--- config.mk ---
export PLATFORM = sky130hd
export DESIGN_NAME = ofs_loader
export DESIGN_NICKNAME = d
export VERILOG_FILES = /design/src/rtl/ofs_pkg.sv /design/src/rtl/ofs_ctrl.sv /design/src/rtl/ofs_dpath.sv /design/src/rtl/ofs_loader.sv
export SDC_FILE = /design/constraint.sdc
export NUM_CORES = 1
export LEC_CHECK = 0
export CORE_UTILIZATION = 53
export DETAILED_ROUTE_END_ITERATION = 8
export DONT_BUFFER_PORTS = 1
export HOLD_SLACK_MARGIN = 0.1
export PLACE_DENSITY = 0.71
export SLEW_MARGIN = 20
export SYNTH_ARGS = -nofsm -noshare
export SYNTH_HDL_FRONTEND = slang
export SYNTH_SLANG_ARGS = --single-unit
--- constraint.sdc ---
create_clock -name clk -period 6.55 [get_ports clk]
set_input_delay 0.9825 -clock clk [delete_from_list [all_inputs] [get_ports clk]]
set_output_delay 0.9825 -clock clk [all_outputs]
set_load 0.01 [all_outputs]
--- src/rtl/ofs_pkg.sv ---
package ofs_pkg;

  // Strobes and latched settings passed from control to datapath
  typedef struct packed {
    logic serWrite;   // store one serial bit
    logic parWrite;   // store one parallel word
    logic rdStb;      // present one read-back word
    logic wrWide;     // write port is wide
    logic rdWide;     // read port is wide
    logic parIntr;    // parity bit placed inside wide words
  } ofsStb_t;

  localparam int BUS_W = 18;
  localparam int FIELD_W = 16;

endpackage

--- src/rtl/ofs_ctrl.sv ---
module ofs_ctrl
  import ofs_pkg::*;
#(
  parameter int OFS_W = 10,
  parameter int SCW = 5,
  parameter int PW = 2,
  parameter int WN = 2,
  parameter int WW = 1
) (
  input  logic          clk,
  input  logic          mstRst,
  input  logic          ofsLd,
  input  logic          wrWideIn,
  input  logic          rdWideIn,
  input  logic          parityIn,
  input  logic          serEn,
  input  logic          wrEn,
  input  logic          rdEn,
  output ofsStb_t       stb,
  output logic [SCW-1:0] serBit,
  output logic [PW-1:0]  wrPtr,
  output logic [PW-1:0]  rdPtr
);

  localparam int SMAX = 2 * OFS_W;

  logic serMode, wrWide, rdWide, parIntr;
  logic [SCW-1:0] sCnt;
  logic [PW-1:0]  wrP, rdP;
  logic           sDone;
  logic [PW-1:0]  wrLast, rdLast;

  assign sDone  = (sCnt == SCW'(SMAX));
  assign wrLast = wrWide ? PW'(2 * WW - 1) : PW'(2 * WN - 1);
  assign rdLast = rdWide ? PW'(2 * WW - 1) : PW'(2 * WN - 1);

  always_ff @(posedge clk) begin
    if (mstRst) begin
      serMode <= ofsLd;
      wrWide  <= wrWideIn;
      rdWide  <= rdWideIn;
      parIntr <= parityIn;
      sCnt    <= '0;
      wrP     <= '0;
      rdP     <= '0;
    end else if (!ofsLd) begin
      sCnt <= '0;
      wrP  <= '0;
      rdP  <= '0;
    end else begin
      if (serMode && serEn && !sDone) sCnt <= sCnt + 1'b1;
      if (!serMode && wrEn) wrP <= (wrP == wrLast) ? '0 : wrP + 1'b1;
      if (rdEn) rdP <= (rdP == rdLast) ? '0 : rdP + 1'b1;
    end
  end

  always_comb begin
    stb.serWrite = ofsLd && serMode && serEn && !sDone;
    stb.parWrite = ofsLd && !serMode && wrEn;
    stb.rdStb    = ofsLd && rdEn;
    stb.wrWide   = wrWide;
    stb.rdWide   = rdWide;
    stb.parIntr  = parIntr;
  end

  assign serBit = sCnt;
  assign wrPtr  = wrP;
  assign rdPtr  = rdP;

  // latched settings hold outside master reset
  p_mode_hold_r1: assert property (@(posedge clk) disable iff (mstRst)
    !$past(mstRst) |-> $stable({serMode, wrWide, rdWide, parIntr}));

  // a finished serial load stays finished while ofsLd is held
  p_ser_stop_r4: assert property (@(posedge clk) disable iff (mstRst)
    (sDone && ofsLd) |=> sDone);

  // every stored serial bit advances the bit position by one
  p_ser_step_r3: assert property (@(posedge clk) disable iff (mstRst)
    stb.serWrite |=> (sCnt == $past(sCnt) + 1'b1));

  // dropping ofsLd rewinds all sequencing
  p_rewind_r10: assert property (@(posedge clk) disable iff (mstRst)
    !ofsLd |=> (sCnt == '0 && wrP == '0 && rdP == '0));

endmodule

--- src/rtl/ofs_dpath.sv ---
module ofs_dpath
  import ofs_pkg::*;
#(
  parameter int DEPTH = 1024,
  parameter int OFS_W = 10,
  parameter int SCW = 5,
  parameter int PW = 2,
  parameter int WN = 2,
  parameter int WW = 1
) (
  input  logic             clk,
  input  logic             mstRst,
  input  logic             ofsLd,
  input  logic             fsel1,
  input  logic             fsel0,
  input  ofsStb_t          stb,
  input  logic [SCW-1:0]   serBit,
  input  logic             serIn,
  input  logic [PW-1:0]    wrPtr,
  input  logic [PW-1:0]    rdPtr,
  input  logic [BUS_W-1:0] dIn,
  output logic [OFS_W-1:0] emptyOfs,
  output logic [OFS_W-1:0] fullOfs,
  output logic [BUS_W-1:0] rdData
);

  logic [OFS_W-1:0] emptyR, fullR;
  logic [OFS_W-1:0] defVal;
  logic [FIELD_W-1:0] inField, outField;
  logic [2*OFS_W-1:0] serNext;
  logic [OFS_W-1:0] parNext, rdSrc;
  logic wrHi, rdHi;
  logic [PW-1:0] wrK, rdK, wrWords, rdWords;
  logic [BUS_W-1:0] rdWord;

  function automatic logic [OFS_W-1:0] pickDefault(input logic [2:0] idx);
    logic [31:0] v;
    v = (32'd1 << (32'(idx) + 32'd3)) - 32'd1;
    if (v > 32'(DEPTH - 1)) v = 32'(DEPTH - 1);
    return v[OFS_W-1:0];
  endfunction

  assign defVal = pickDefault({ofsLd, fsel1, fsel0});

  // Parallel word field extraction
  always_comb begin
    if (!stb.wrWide)      inField = {8'b0, dIn[7:0]};
    else if (stb.parIntr) inField = {dIn[16:9], dIn[7:0]};
    else                  inField = dIn[15:0];
  end

  // Word pointer decode: which register, which word inside it
  always_comb begin
    wrWords = stb.wrWide ? PW'(WW) : PW'(WN);
    rdWords = stb.rdWide ? PW'(WW) : PW'(WN);
    wrHi = (wrPtr >= wrWords);
    rdHi = (rdPtr >= rdWords);
    wrK  = wrHi ? wrPtr - wrWords : wrPtr;
    rdK  = rdHi ? rdPtr - rdWords : rdPtr;
  end

  // Serial: combined vector, almost-empty in the low half
  always_comb begin
    serNext = {fullR, emptyR};
    for (int j = 0; j < 2 * OFS_W; j++)
      if (int'(serBit) == j) serNext[j] = serIn;
  end

  // Parallel: merge the field into the selected register's word
  always_comb begin
    parNext = wrHi ? fullR : emptyR;
    for (int i = 0; i < OFS_W; i++) begin
      if (stb.wrWide) begin
        if (int'(wrK) == i / 16) parNext[i] = inField[i % 16];
      end else begin
        if (int'(wrK) == i / 8) parNext[i] = inField[i % 8];
      end
    end
  end

  // Read-back: gather the selected word and place it on the bus
  always_comb begin
    rdSrc = rdHi ? fullR : emptyR;
    outField = '0;
    for (int i = 0; i < OFS_W; i++) begin
      if (stb.rdWide) begin
        if (int'(rdK) == i / 16) outField[i % 16] = rdSrc[i];
      end else begin
        if (int'(rdK) == i / 8) outField[i % 8] = rdSrc[i];
      end
    end
    if (!stb.rdWide)      rdWord = {10'b0, outField[7:0]};
    else if (stb.parIntr) rdWord = {1'b0, outField[15:8], 1'b0, outField[7:0]};
    else                  rdWord = {2'b0, outField};
  end

  always_ff @(posedge clk) begin
    if (mstRst) begin
      emptyR <= defVal;
      fullR  <= defVal;
      rdData <= '0;
    end else begin
      if (stb.serWrite) begin
        emptyR <= serNext[OFS_W-1:0];
        fullR  <= serNext[2*OFS_W-1:OFS_W];
      end else if (stb.parWrite) begin
        if (wrHi) fullR <= parNext;
        else      emptyR <= parNext;
      end
      if (stb.rdStb) rdData <= rdWord;
    end
  end

  assign emptyOfs = emptyR;
  assign fullOfs  = fullR;

  // offsets move only on a control strobe
  p_ofs_hold_r9: assert property (@(posedge clk) disable iff (mstRst)
    !(stb.serWrite || stb.parWrite) |=> $stable({emptyR, fullR}));

  // read-back word holds between read strobes
  p_rd_hold_r7: assert property (@(posedge clk) disable iff (mstRst)
    !stb.rdStb |=> $stable(rdData));

endmodule

--- src/rtl/ofs_loader.sv ---
module ofs_loader
  import ofs_pkg::*;
#(
  parameter int DEPTH = 1024,
  localparam int OFS_W = $clog2(DEPTH)
) (
  input  logic             clk,
  input  logic             mstRst,
  input  logic             ofsLd,
  input  logic             fsel0,
  input  logic             fsel1,
  input  logic             wrWideIn,
  input  logic             rdWideIn,
  input  logic             parityIn,
  input  logic             serEn,
  input  logic             serIn,
  input  logic             wrEn,
  input  logic [17:0]      dIn,
  input  logic             rdEn,
  output logic [OFS_W-1:0] emptyOfs,
  output logic [OFS_W-1:0] fullOfs,
  output logic [17:0]      rdData
);

  localparam int WN  = (OFS_W + 7) / 8;
  localparam int WW  = (OFS_W + 15) / 16;
  localparam int PW  = (2 * WN > 2) ? $clog2(2 * WN) : 1;
  localparam int SCW = $clog2(2 * OFS_W + 1);

  ofsStb_t stb;
  logic [SCW-1:0] serBit;
  logic [PW-1:0]  wrPtr, rdPtr;

  ofs_ctrl #(.OFS_W(OFS_W), .SCW(SCW), .PW(PW), .WN(WN), .WW(WW)) uCtrl (
    .clk(clk), .mstRst(mstRst), .ofsLd(ofsLd),
    .wrWideIn(wrWideIn), .rdWideIn(rdWideIn), .parityIn(parityIn),
    .serEn(serEn), .wrEn(wrEn), .rdEn(rdEn),
    .stb(stb), .serBit(serBit), .wrPtr(wrPtr), .rdPtr(rdPtr)
  );

  ofs_dpath #(.DEPTH(DEPTH), .OFS_W(OFS_W), .SCW(SCW), .PW(PW), .WN(WN), .WW(WW)) uDpath (
    .clk(clk), .mstRst(mstRst), .ofsLd(ofsLd), .fsel1(fsel1), .fsel0(fsel0),
    .stb(stb), .serBit(serBit), .serIn(serIn), .wrPtr(wrPtr), .rdPtr(rdPtr),
    .dIn(dIn), .emptyOfs(emptyOfs), .fullOfs(fullOfs), .rdData(rdData)
  );

endmodule

==> results.md, run 1 <==
* CP startpoint: uCtrl.wrWide
* Reg-to-Reg Start: uCtrl.wrWide
* Vias in the first global route at 2135
* Nets at 342
* CP peak stage delay at 0.65 ns
* Die area at 0.00578 sq mm
* Initial Utilization at 55.8%
* Finished Layout Cells at 370
* Min-Delay Path Class: register to register
* Hold Buf Count CTS at 0
* Die width at 76.0 microns
* Grt total ovfl at 0
* Fill cells at 488
* Pin count of the biggest net entering global routing at 24
* Port buffer count at 0
* 1st-pass router iterations at 4
* Pleak at 1.13 nW
* CTS buffer count at 5
* Setup crit end: uDpath.fullOfs[8]
* Power Density at 238 mW/mm^2
* Layout cells sized above 1 at 11.7%
* Flop-to-flop setup slack at 3.81 ns
* Routed WL per cell at 16.8 microns
* Crit. End Element: register
* Number of setup violations in the final report at 0
* Post-synth top flop: edfxtp_1
* Maximum VDD drop at 0.000116 V
* Critical Path, Cell by Cell: ha_1 -> fa_1 -> a21boi_4 -> a32oi_4 -> mux2i_1 -> mux2i_1 -> o32ai_1
* 1st-iter DRT viols at 123
* Die Ht at 76.0 microns
* Via Count at 2170
* Comb pwr share at 22.2%
* CTS tree: built
* Hold path cells at 2
* Netlist Area Pre-Place at 0.00290 sq mm
* Psw at 0.000224 W
* Post-synth ARST share at 0%
* Final GP Congestion at 0.837
* H-Tree Depth at 2
* WP data arrival at 2.84 ns
* Number of routed nets with antenna violations at 0
* Crit path buffers/inverters at 0
* Status: completed
* DRC errors left at 0
* Sw Share at 31.5%
* Worst Clk Skew at 0.0139 ns
* Setup Fix Bufs, Post-CTS at 0
* Cell Int Power at 0.000489 W
* Critical R2R Capture: uDpath.fullOfs[8]
* R2R depth at 7
* DP HPWL at 4640 microns
* Sequential share of power at 49.5%
* Critical path launch point type: register
* Post-Route WL at 6220 microns
* FP Rows at 26
* Fin Setup TNS at 0 ns
* Post-synth cell types at 55
* Setup Crit Path Kind: register to register
* Clk slew on worst S/H paths at 0.10 ns
* Root Buffer: clkbuf_8
* Avg Cell Area, Syn at 9.62 sq um
* Least-Margin Pin Slew at 0.718 ns
* Initial antenna violation count at 0
* FMAX at 0.365 GHz
* WP data required at 6.65 ns
* Number of flops mapped to enable cells by yosys at 24
* Worst path depth at 7
* CTS resizes at 0
* #FFs+latches synth at 44
* Most common cell on crit path: mux2i_1
* Total Routing Usage GR at 22.2%
* Slowest cell on crit path: a32oi_4
* Fin util at 57.6%
* Fin crit period at 2.74 ns
* Diode count at 0
* Hold Slack at 0.499 ns
* RSZ-0062 raised after global routing: no
* Core Region at 0.00520 sq mm
* Synth warnings at 0
* Vias per cell at 5.86
* Cell count after placement at 362
* Top Ports at 68
* Tcrit/Tclk final at 41.8%
* Delay-heaviest family, CP: compound AO/OA/AOI/OAI gates
* First-pass GRT wire length at 10100 microns
* Final hold vios at 0
* Worst-Skew Late Latency at 0.32 ns
* Layout area overhead at 3.23%
* Sequential area share after synthesis at 38.6%
* Synth Instances at 302
* Clk pwr share at 28.4%
* CP max FO at 18
* Clock buffer depth at 2
* Clock Sinks at 44
* Max-slew violation count at 0
* Max-cap violation count at 0
* Worst slew margin at 51.9%
-- how the worst min path moves through the flow --
stage	startpoint	endpoint	slack, ns
5_1_grt	uDpath.rdData[7]	uDpath.rdData[7]	0.54
2_1_floorplan	uDpath.rdData[7]	uDpath.rdData[7]	0.48
3_3_place_gp	uDpath.rdData[10]	uDpath.rdData[10]	0.48
3_5_place_dp	uDpath.rdData[7]	uDpath.rdData[7]	0.49
6_report	uDpath.rdData[9]	uDpath.rdData[9]	0.50
4_1_cts	uDpath.rdData[7]	uDpath.rdData[7]	0.50
-- metal layers --
| metal | GRT usage (%) | wire [microns] |
|---|---|---|
| met1 | 27.9 | 2650 |
| met2 | 36.9 | 2970 |
| met3 | 5.27 | 478 |
| met4 | 9.04 | 124 |
| met5 | 0 | 0 |
-- worst reg2reg max path, delay by kind of cell, from the launching register on --
family | cells | cell delay [ns]
AO/OA/AOI/OAI | 3 | 1.05
multiplexers | 2 | 0.34
adder cells (fa/ha/maj) | 2 | 0.67
flip-flops | 1 | 0.47
-- sequential cells by signal (all words and copies together) (netlist names) --
signal,cells
uDpath.rdData,11
uDpath.emptyOfs,10
uDpath.fullOfs,10
uCtrl.serBit,5
uCtrl.rdPtr,2
uCtrl.wrPtr,2
uCtrl.parIntr,1
uCtrl.rdWide,1
uCtrl.serMode,1
uCtrl.wrWide,1
-- power groups by stage --
stage | Clock [W] | Sequential, W | Combinational [W]
6_report | 0.000202 | 0.000353 | 0.000158
5_1_grt | 0.000214 | 0.000356 | 0.000174
4_1_cts | 0.000203 | 0.000353 | 0.000157
3_5_place_dp | 0 | 0.000359 | 0.000156
3_3_place_gp | 0 | 0.000359 | 0.000153
2_1_floorplan | 0 | 0.000351 | 0.000145
-- cell usage in the layout (no fill, tap or decap), drive strengths merged, types with 8 or more instances in the layout --
master  count
a21oi      37
conb       11
dfxtp      20
edfxtp     24
ha         11
inv        13
mux2i      18
nand2      47
nor2       28
o211ai      8
-- per-stage QoR --
| stage | area, sq um | power [W] | setup slack [ns] |
|---|---|---|---|
| global placement | 2890 | 0.000512 | 3.85 |
| detailed placement | 2890 | 0.000515 | 3.81 |
| finish | 3000 | 0.000713 | 3.81 |
| floorplan | 2940 | 0.000496 | 4.34 |
| global route | 3000 | 0.000744 | 3.61 |
| CTS | 3000 | 0.000713 | 3.79 |
-- synth_stat cells, types with 4 or more instances --
cell / number / area share (%)
nand2_1: 46 / 5.9
a21oi_1: 35 / 6.0
nor2_1: 26 / 3.4
edfxtp_1: 24 / 25
dfxtp_1: 20 / 14
mux2i_1: 18 / 6.2
inv_1: 13 / 1.7
ha_1: 11 / 4.7
buf_4: 10 / 2.6
a22oi_1: 7 / 1.8
mux2_2: 7 / 2.7
o211ai_2: 7 / 3.0
nand2b_1: 5 / 1.1
nor3_1: 4 / 0.69
-- layout make-up --
class / instances / area, sq um / area share (%)
Clock inverter: 2 / 17.5 / 0.584
Sequential cell: 44 / 1120 / 37.4
Tap cell: 70 / 87.6 / 2.92
Clock buffer: 6 / 93.8 / 3.13
Inverter: 13 / 48.8 / 1.63
Multi-Input combinational cell: 235 / 1630 / 54.3
-- kinds of logic (layout without fill, tap and decap cells) --
| group | after synthesis | after routing | synth area share (%) |
|---|---|---|---|
| adder cells (fa/ha/maj) | 13 | 13 | 6.12 |
| flip-flops | 44 | 44 | 38.6 |
| other | 2 | 11 | 0.259 |
| XOR/XNOR | 6 | 6 | 1.81 |
| AND/OR/NAND/NOR | 102 | 102 | 16.6 |
| AO/OA/AOI/OAI | 78 | 78 | 21.2 |
| multiplexers | 25 | 25 | 8.92 |
| buffers and inverters | 32 | 21 | 6.46 |
(Power assumes the default switching activity.)
==> run 2: changes to the inputs <==
==> constraint.sdc (replaced) <==
create_clock -name clk -period 2.55 [get_ports clk]
set_input_delay 0.3825 -clock clk [delete_from_list [all_inputs] [get_ports clk]]
set_output_delay 0.3825 -clock clk [all_outputs]
set_load 0.01 [all_outputs]
==> run 2 against run 1 <==
Effect of this change: core utilization grew 0.77 points; sequential power rose to 2.6 times the previous value; critical path depth up 1; largest power group unchanged.
==> results.md, run 2 (synthesis results as in run 1) <==
* Fin Setup TNS at 0 ns (unchanged)
* Clock Sinks at 44 (unchanged)
* WP data arrival at 2.56 ns (-0.28 ns)
* M1 GR Usage at 29.0% (+1.1 points)
* Post-Route WL at 6200 microns (-0.27%)
* RSZ-0062 raised after global routing: no
* Number of setup violations in the final report at 0 (unchanged)
* Initial antenna violation count at 0 (unchanged)
* Delay-heaviest family, CP: adder cells
* Core Region at 0.00520 sq mm (unchanged)
* Die Ht at 76.0 microns (unchanged)
* FMAX at 0.416 GHz (+14%)
* Tcrit/Tclk final at 94.2% (+52 points)
* Die area at 0.00578 sq mm (unchanged)
* CP max FO at 17 (-1)
* CTS buffer count at 5 (unchanged)
* DP HPWL at 4710 microns (+1.4%)
* Crit. End Element: register
* FP Rows at 26 (unchanged)
* Via Count at 2222 (+2.4%)
* 1st-pass router iterations at 4 (unchanged)
* Gr busiest metal: met2
* Vias in the first global route at 2117 (-0.84%)
* CTS tree: built
* Number of routed nets with antenna violations at 0 (unchanged)
* Worst-Skew Late Latency at 0.31 ns (about the same)
* Power Density at 609 mW/mm^2 (+160%)
* Root Buffer: clkbuf_8
* Port buffer count at 0 (unchanged)
* Setup Fix Bufs, Post-CTS at 0 (unchanged)
* Pin count of the biggest net entering global routing at 24 (unchanged)
* Max-cap violation count at 0 (unchanged)
* Worst slew margin at 64.3% (+12 points)
* Max-slew violation count at 0 (unchanged)
* Min-Delay Path Class: input port to register
* Worst path depth at 8 (+1)
* Least-Margin Pin Slew at 0.535 ns (-0.183 ns)
* Layout area overhead at 4.61%
* Reg-to-Reg Start: uCtrl.wrWide
* Clock buffer depth at 2 (unchanged)
* Diode count at 0 (unchanged)
* Initial Utilization at 55.8% (unchanged)
* Setup Crit Path Kind: register to register
* Clk slew on worst S/H paths at 0.09 ns (about the same)
* Number of flip-flops in the largest register at 11 (unchanged)
* Fin util at 58.4% (+0.77 points)
* Setup crit end: uDpath.emptyOfs[9]
* Final hold vios at 0 (unchanged)
* Layout cells sized above 1 at 12.9% (+1.2 points)
* CP startpoint: uCtrl.wrWide
* Maximum VDD drop at 0.000312 V (+170%)
* First-pass GRT wire length at 10400 microns (+3.5%)
* WP data required at 2.71 ns (-3.94 ns)
* Pleak at 1.14 nW (+1.4%)
* Top Ports at 68 (unchanged)
* Flop-to-flop setup slack at 0.15 ns (-3.66 ns)
* R2R depth at 8 (+1)
* Final GP Congestion at 0.843 (+0.73%)
* CTS resizes at 0 (unchanged)
* Critical R2R Capture: uDpath.emptyOfs[9]
* Status: completed
* Nets at 345 (+0.88%)
* Critical path launch point type: register
* Reg with most FFs: uDpath.rdData
* Routed WL per cell at 16.6 microns (-1.1%)
* H-Tree Depth at 2 (unchanged)
* DRC errors left at 0 (unchanged)
* Crit path buffers/inverters at 1 (+1)
* Most frequent cells in the layout: nand2_1 (46), a21oi_1 (35), nor2_1 (26)
* Met2 Use GR at 37.5% (+0.64 points)
* Total Routing Usage GR at 22.9% (+0.66 points)
* Most common cell after layout, fill and taps aside: nand2_1
* Grt total ovfl at 0 (unchanged)
* Hold Buf Count CTS at 0 (unchanged)
* Critical Path, Cell by Cell: ha_1 -> fa_1 -> a21boi_4 -> a32oi_4 -> buf_12 -> mux2i_1 -> nand4_1 -> nand3_1
* GR Util met3 at 6.47% (+1.2 points)
* 1st-iter DRT viols at 132 (+7.3%)
* Slowest cell on crit path: edfxtp_1
* CP peak stage delay at 0.48 ns (-0.17 ns)
* Fin crit period at 2.40 ns (-0.336 ns)
* Worst Clk Skew at 0.0108 ns (-0.00307 ns)
* Die width at 76.0 microns (unchanged)
* Vias per cell at 5.96 (+1.6%)
run 2: area by class of cell:
type                       instances  area [sq um]
inverter                          13          48.8
fill                             466          2170
sequential                        44          1120
tap                               70          87.6
multi-input combinational        235          1640
clock buffer                       6          93.8
clock inverter                     2          16.3
timing repair buffer               3          35.0
run 2: metrics by stage:
stage / hold slack (ns) / power, W / std cells / worst slack, ns / area (sq um)
5_1_grt: 0.133 / 0.00194 / 373 / 0.0251 / 3040
2_1_floorplan: 0.476 / 0.00127 / 311 / 0.345 / 2940
3_5_place_dp: 0.463 / 0.00134 / 365 / 0.175 / 2920
6_report: 0.144 / 0.00185 / 373 / 0.149 / 3040
4_1_cts: 0.135 / 0.00185 / 373 / 0.148 / 3030
3_3_place_gp: 0.458 / 0.00133 / 365 / 0.248 / 2920
run 2: worst min-delay path by stage:
stage / from / slack (ns) / depth (start not counted) / to
after detailed placement: mstRst / 0.46 / 1 / uDpath.rdData[10]
after global placement: mstRst / 0.46 / 1 / uDpath.rdData[10]
final: mstRst / 0.14 / 1 / uDpath.rdData[10]
after floorplan: uDpath.rdData[7] / 0.48 / 2 / uDpath.rdData[7]
after CTS: mstRst / 0.14 / 1 / uDpath.rdData[10]
after global routing: mstRst / 0.13 / 1 / uDpath.rdData[4]
run 2: where the power goes:
part / switching [W] / total, W / internal, W
Combinational: 0.000238 / 0.000428 / 0.000190
Clock: 0.000258 / 0.000514 / 0.000256
Sequential: 0.0000801 / 0.000906 / 0.000826
run 2: metal layers:
layer	wire [microns]	part of all wire, %
met5	0	0
met4	127	2.0
met3	440	7.1
met2	2950	48
met1	2690	43
==> run 3: changes to the inputs <==
==> constraint.sdc (replaced) <==
create_clock -name clk -period 2.34 [get_ports clk]
set_input_delay 0.351 -clock clk [delete_from_list [all_inputs] [get_ports clk]]
set_output_delay 0.351 -clock clk [all_outputs]
set_load 0.01 [all_outputs]
==> run 3 against run 2 <==
Effect of this change: routed wire length grew 5.7%; die area is the same; non-clock buffer count grew 8; critical path type unchanged; largest power group unchanged.
==> results.md, run 3 (synthesis results as in run 1) <==
* CTS buffer count at 5 (unchanged)
* Maximum VDD drop at 0.000255 V (-18%)
* Core Region at 0.00520 sq mm (unchanged)
* Status: completed
* Crit. End Element: register
* First-pass GRT wire length at 10400 microns (-0.13%)
* Number of setup violations in the final report at 0 (unchanged)
* Number of flip-flops in the largest register at 11 (unchanged)
* Diode count at 0 (unchanged)
* Most common cell on crit path: buf_12
* Tcrit/Tclk final at 97.0% (+2.9 points)
* Root Buffer: clkbuf_8
* Grt total ovfl at 0 (unchanged)
* Die Ht at 76.0 microns (unchanged)
* FMAX at 0.440 GHz (+5.8%)
* Initial antenna violation count at 0 (unchanged)
* CP max FO at 5 (-12)
* Most common cell after layout, fill and taps aside: nand2_1
* Initial Utilization at 55.8% (unchanged)
* Hold Buf Count CTS at 0 (unchanged)
* 1st-pass router iterations at 4 (unchanged)
* Vias in the first global route at 2165 (+2.3%)
* Post-Route WL at 6550 microns (+5.7%)
* Final hold vios at 0 (unchanged)
* Vias per cell at 5.95 (-0.12%)
* Final Power at 0.00203 W (+9.6%)
* Total Routing Usage GR at 22.5% (-0.38 points)
* Worst slew margin at 64.3% (about the same)
* Max-slew violation count at 0 (unchanged)
* Fill cells at 440 (-5.6%)
* Finished Layout Cells at 381 (+2.1%)
* 1st-iter DRT viols at 86 (-35%)
* Layout area overhead at 9.82%
* Fin util at 61.3% (+2.9 points)
* Critical Path, Cell by Cell: ha_2 -> fa_2 -> buf_4 -> nand2b_4 -> a32oi_4 -> buf_12 -> buf_12 -> nand2_1 -> o211ai_2 -> a32oi_1
* Clock Sinks at 44 (unchanged)
* CP peak stage delay at 0.43 ns (-0.05 ns)
* Least-Margin Pin Slew at 0.536 ns (+0.000620 ns)
* Top Ports at 68 (unchanged)
* Clk slew on worst S/H paths at 0.09 ns (about the same)
* Port buffer count at 0 (unchanged)
* Slowest cell on crit path: edfxtp_1
* Clock buffer depth at 2 (unchanged)
* Pin count of the biggest net entering global routing at 24 (unchanged)
* H-Tree Depth at 2 (unchanged)
* CTS tree: built
* Pleak at 1.21 nW (+6.0%)
* Final GP Congestion at 0.822 (-2.5%)
* Setup Crit Path Kind: register to register
* Via Count at 2267 (+2.0%)
* FP Rows at 26 (unchanged)
* Number of routed nets with antenna violations at 0 (unchanged)
* Die area at 0.00578 sq mm (unchanged)
* Nets at 353 (+2.3%)
* Min-Delay Path Class: input port to register
* DP HPWL at 4820 microns (+2.2%)
* Die width at 76.0 microns (unchanged)
* DRC errors left at 0 (unchanged)
* Worst-Skew Late Latency at 0.30 ns (about the same)
* Max-cap violation count at 0 (unchanged)
* WP data arrival at 2.38 ns (-0.18 ns)
* Fin crit period at 2.27 ns (-0.131 ns)
* Critical path launch point type: register
* Worst Clk Skew at 0.00786 ns (-0.00299 ns)
* Most frequent cells in the layout: nand2_1 (46), a21oi_1 (35), nor2_1 (26)
* Routed WL per cell at 17.2 microns (+3.5%)
* Reg with most FFs: uDpath.rdData
* Power Density at 635 mW/mm^2 (+4.4%)
* Layout cells sized above 1 at 17.0% (+4.2 points)
* Cell count after placement at 368 (+0.82%)
* WP data required at 2.45 ns (-0.26 ns)
-- run 3: path summary, 6_finish.rpt --
check / from / to / slack, ns / cells past startpoint
max: uCtrl.wrWide / uDpath.fullOfs[5] / 0.07 / 10
min reg2reg: uDpath.rdData[7] / uDpath.rdData[7] / 0.50 / 2
max reg2reg: uCtrl.wrWide / uDpath.fullOfs[5] / 0.07 / 10
min: mstRst / uDpath.rdData[7] / 0.12 / 1
-- run 3: cell type report --
class                      instances  area [sq um]  share of cell area, %
clock buffer                       5          68.8                   2.16
multi-input combinational        235          1700                   53.2
timing repair buffer              11           146                   4.59
clock inverter                     3          21.3                  0.667
inverter                          13          48.8                   1.53
tap                               70          87.6                   2.75
sequential                        44          1120                   35.2
-- run 3: power breakdown --
group | leakage, nW | total [W] | internal, W | switching [W]
Combinational | 0.776 | 0.000554 | 0.000269 | 0.000286
Sequential | 0.386 | 0.000985 | 0.000900 | 0.0000849
Clock | 0.0490 | 0.000486 | 0.000213 | 0.000273
Total | 1.21 | 0.00203 | 0.00138 | 0.000643
-- run 3: what timing repair did --
item                                    in CTS  in global routing
buffers inserted                             0                  3
endpoints found under the setup margin       0                 23
resized for setup                            0                 11
-- run 3: critical path: cells and delay by family, from the launching register on --
family,cells,cell delay (ns)
adders and majority gates,2,0.60
DFF,1,0.43
and+or+nand+nor,2,0.14
AOI/OAI and AO/OA,3,0.46
buffers and inverters,3,0.45
-- run 3: layer usage --
metal | part of all wire, % | vias to the layer above | track usage (%)
li1 | - | 1087 | -
met1 | 43 | 1092 | 28.9
met2 | 50 | 82 | 38.0
met3 | 6.4 | 6 | 5.03
met4 | 1.4 | 0 | 6.54
met5 | 0 | - | 0
-- run 3: per-stage QoR --
step	hold WS, ns	setup TNS (ns)	instance area (sq um)	setup WS (ns)
6_report	0.121	0	3190	0.0694
4_1_cts	0.107	0	3030	0.00719
3_3_place_gp	0.427	0	2940	0.0898
3_5_place_dp	0.431	0	2940	0.0226
5_1_grt	0.109	-0.0825	3190	-0.0188
2_1_floorplan	0.450	0	2940	0.135
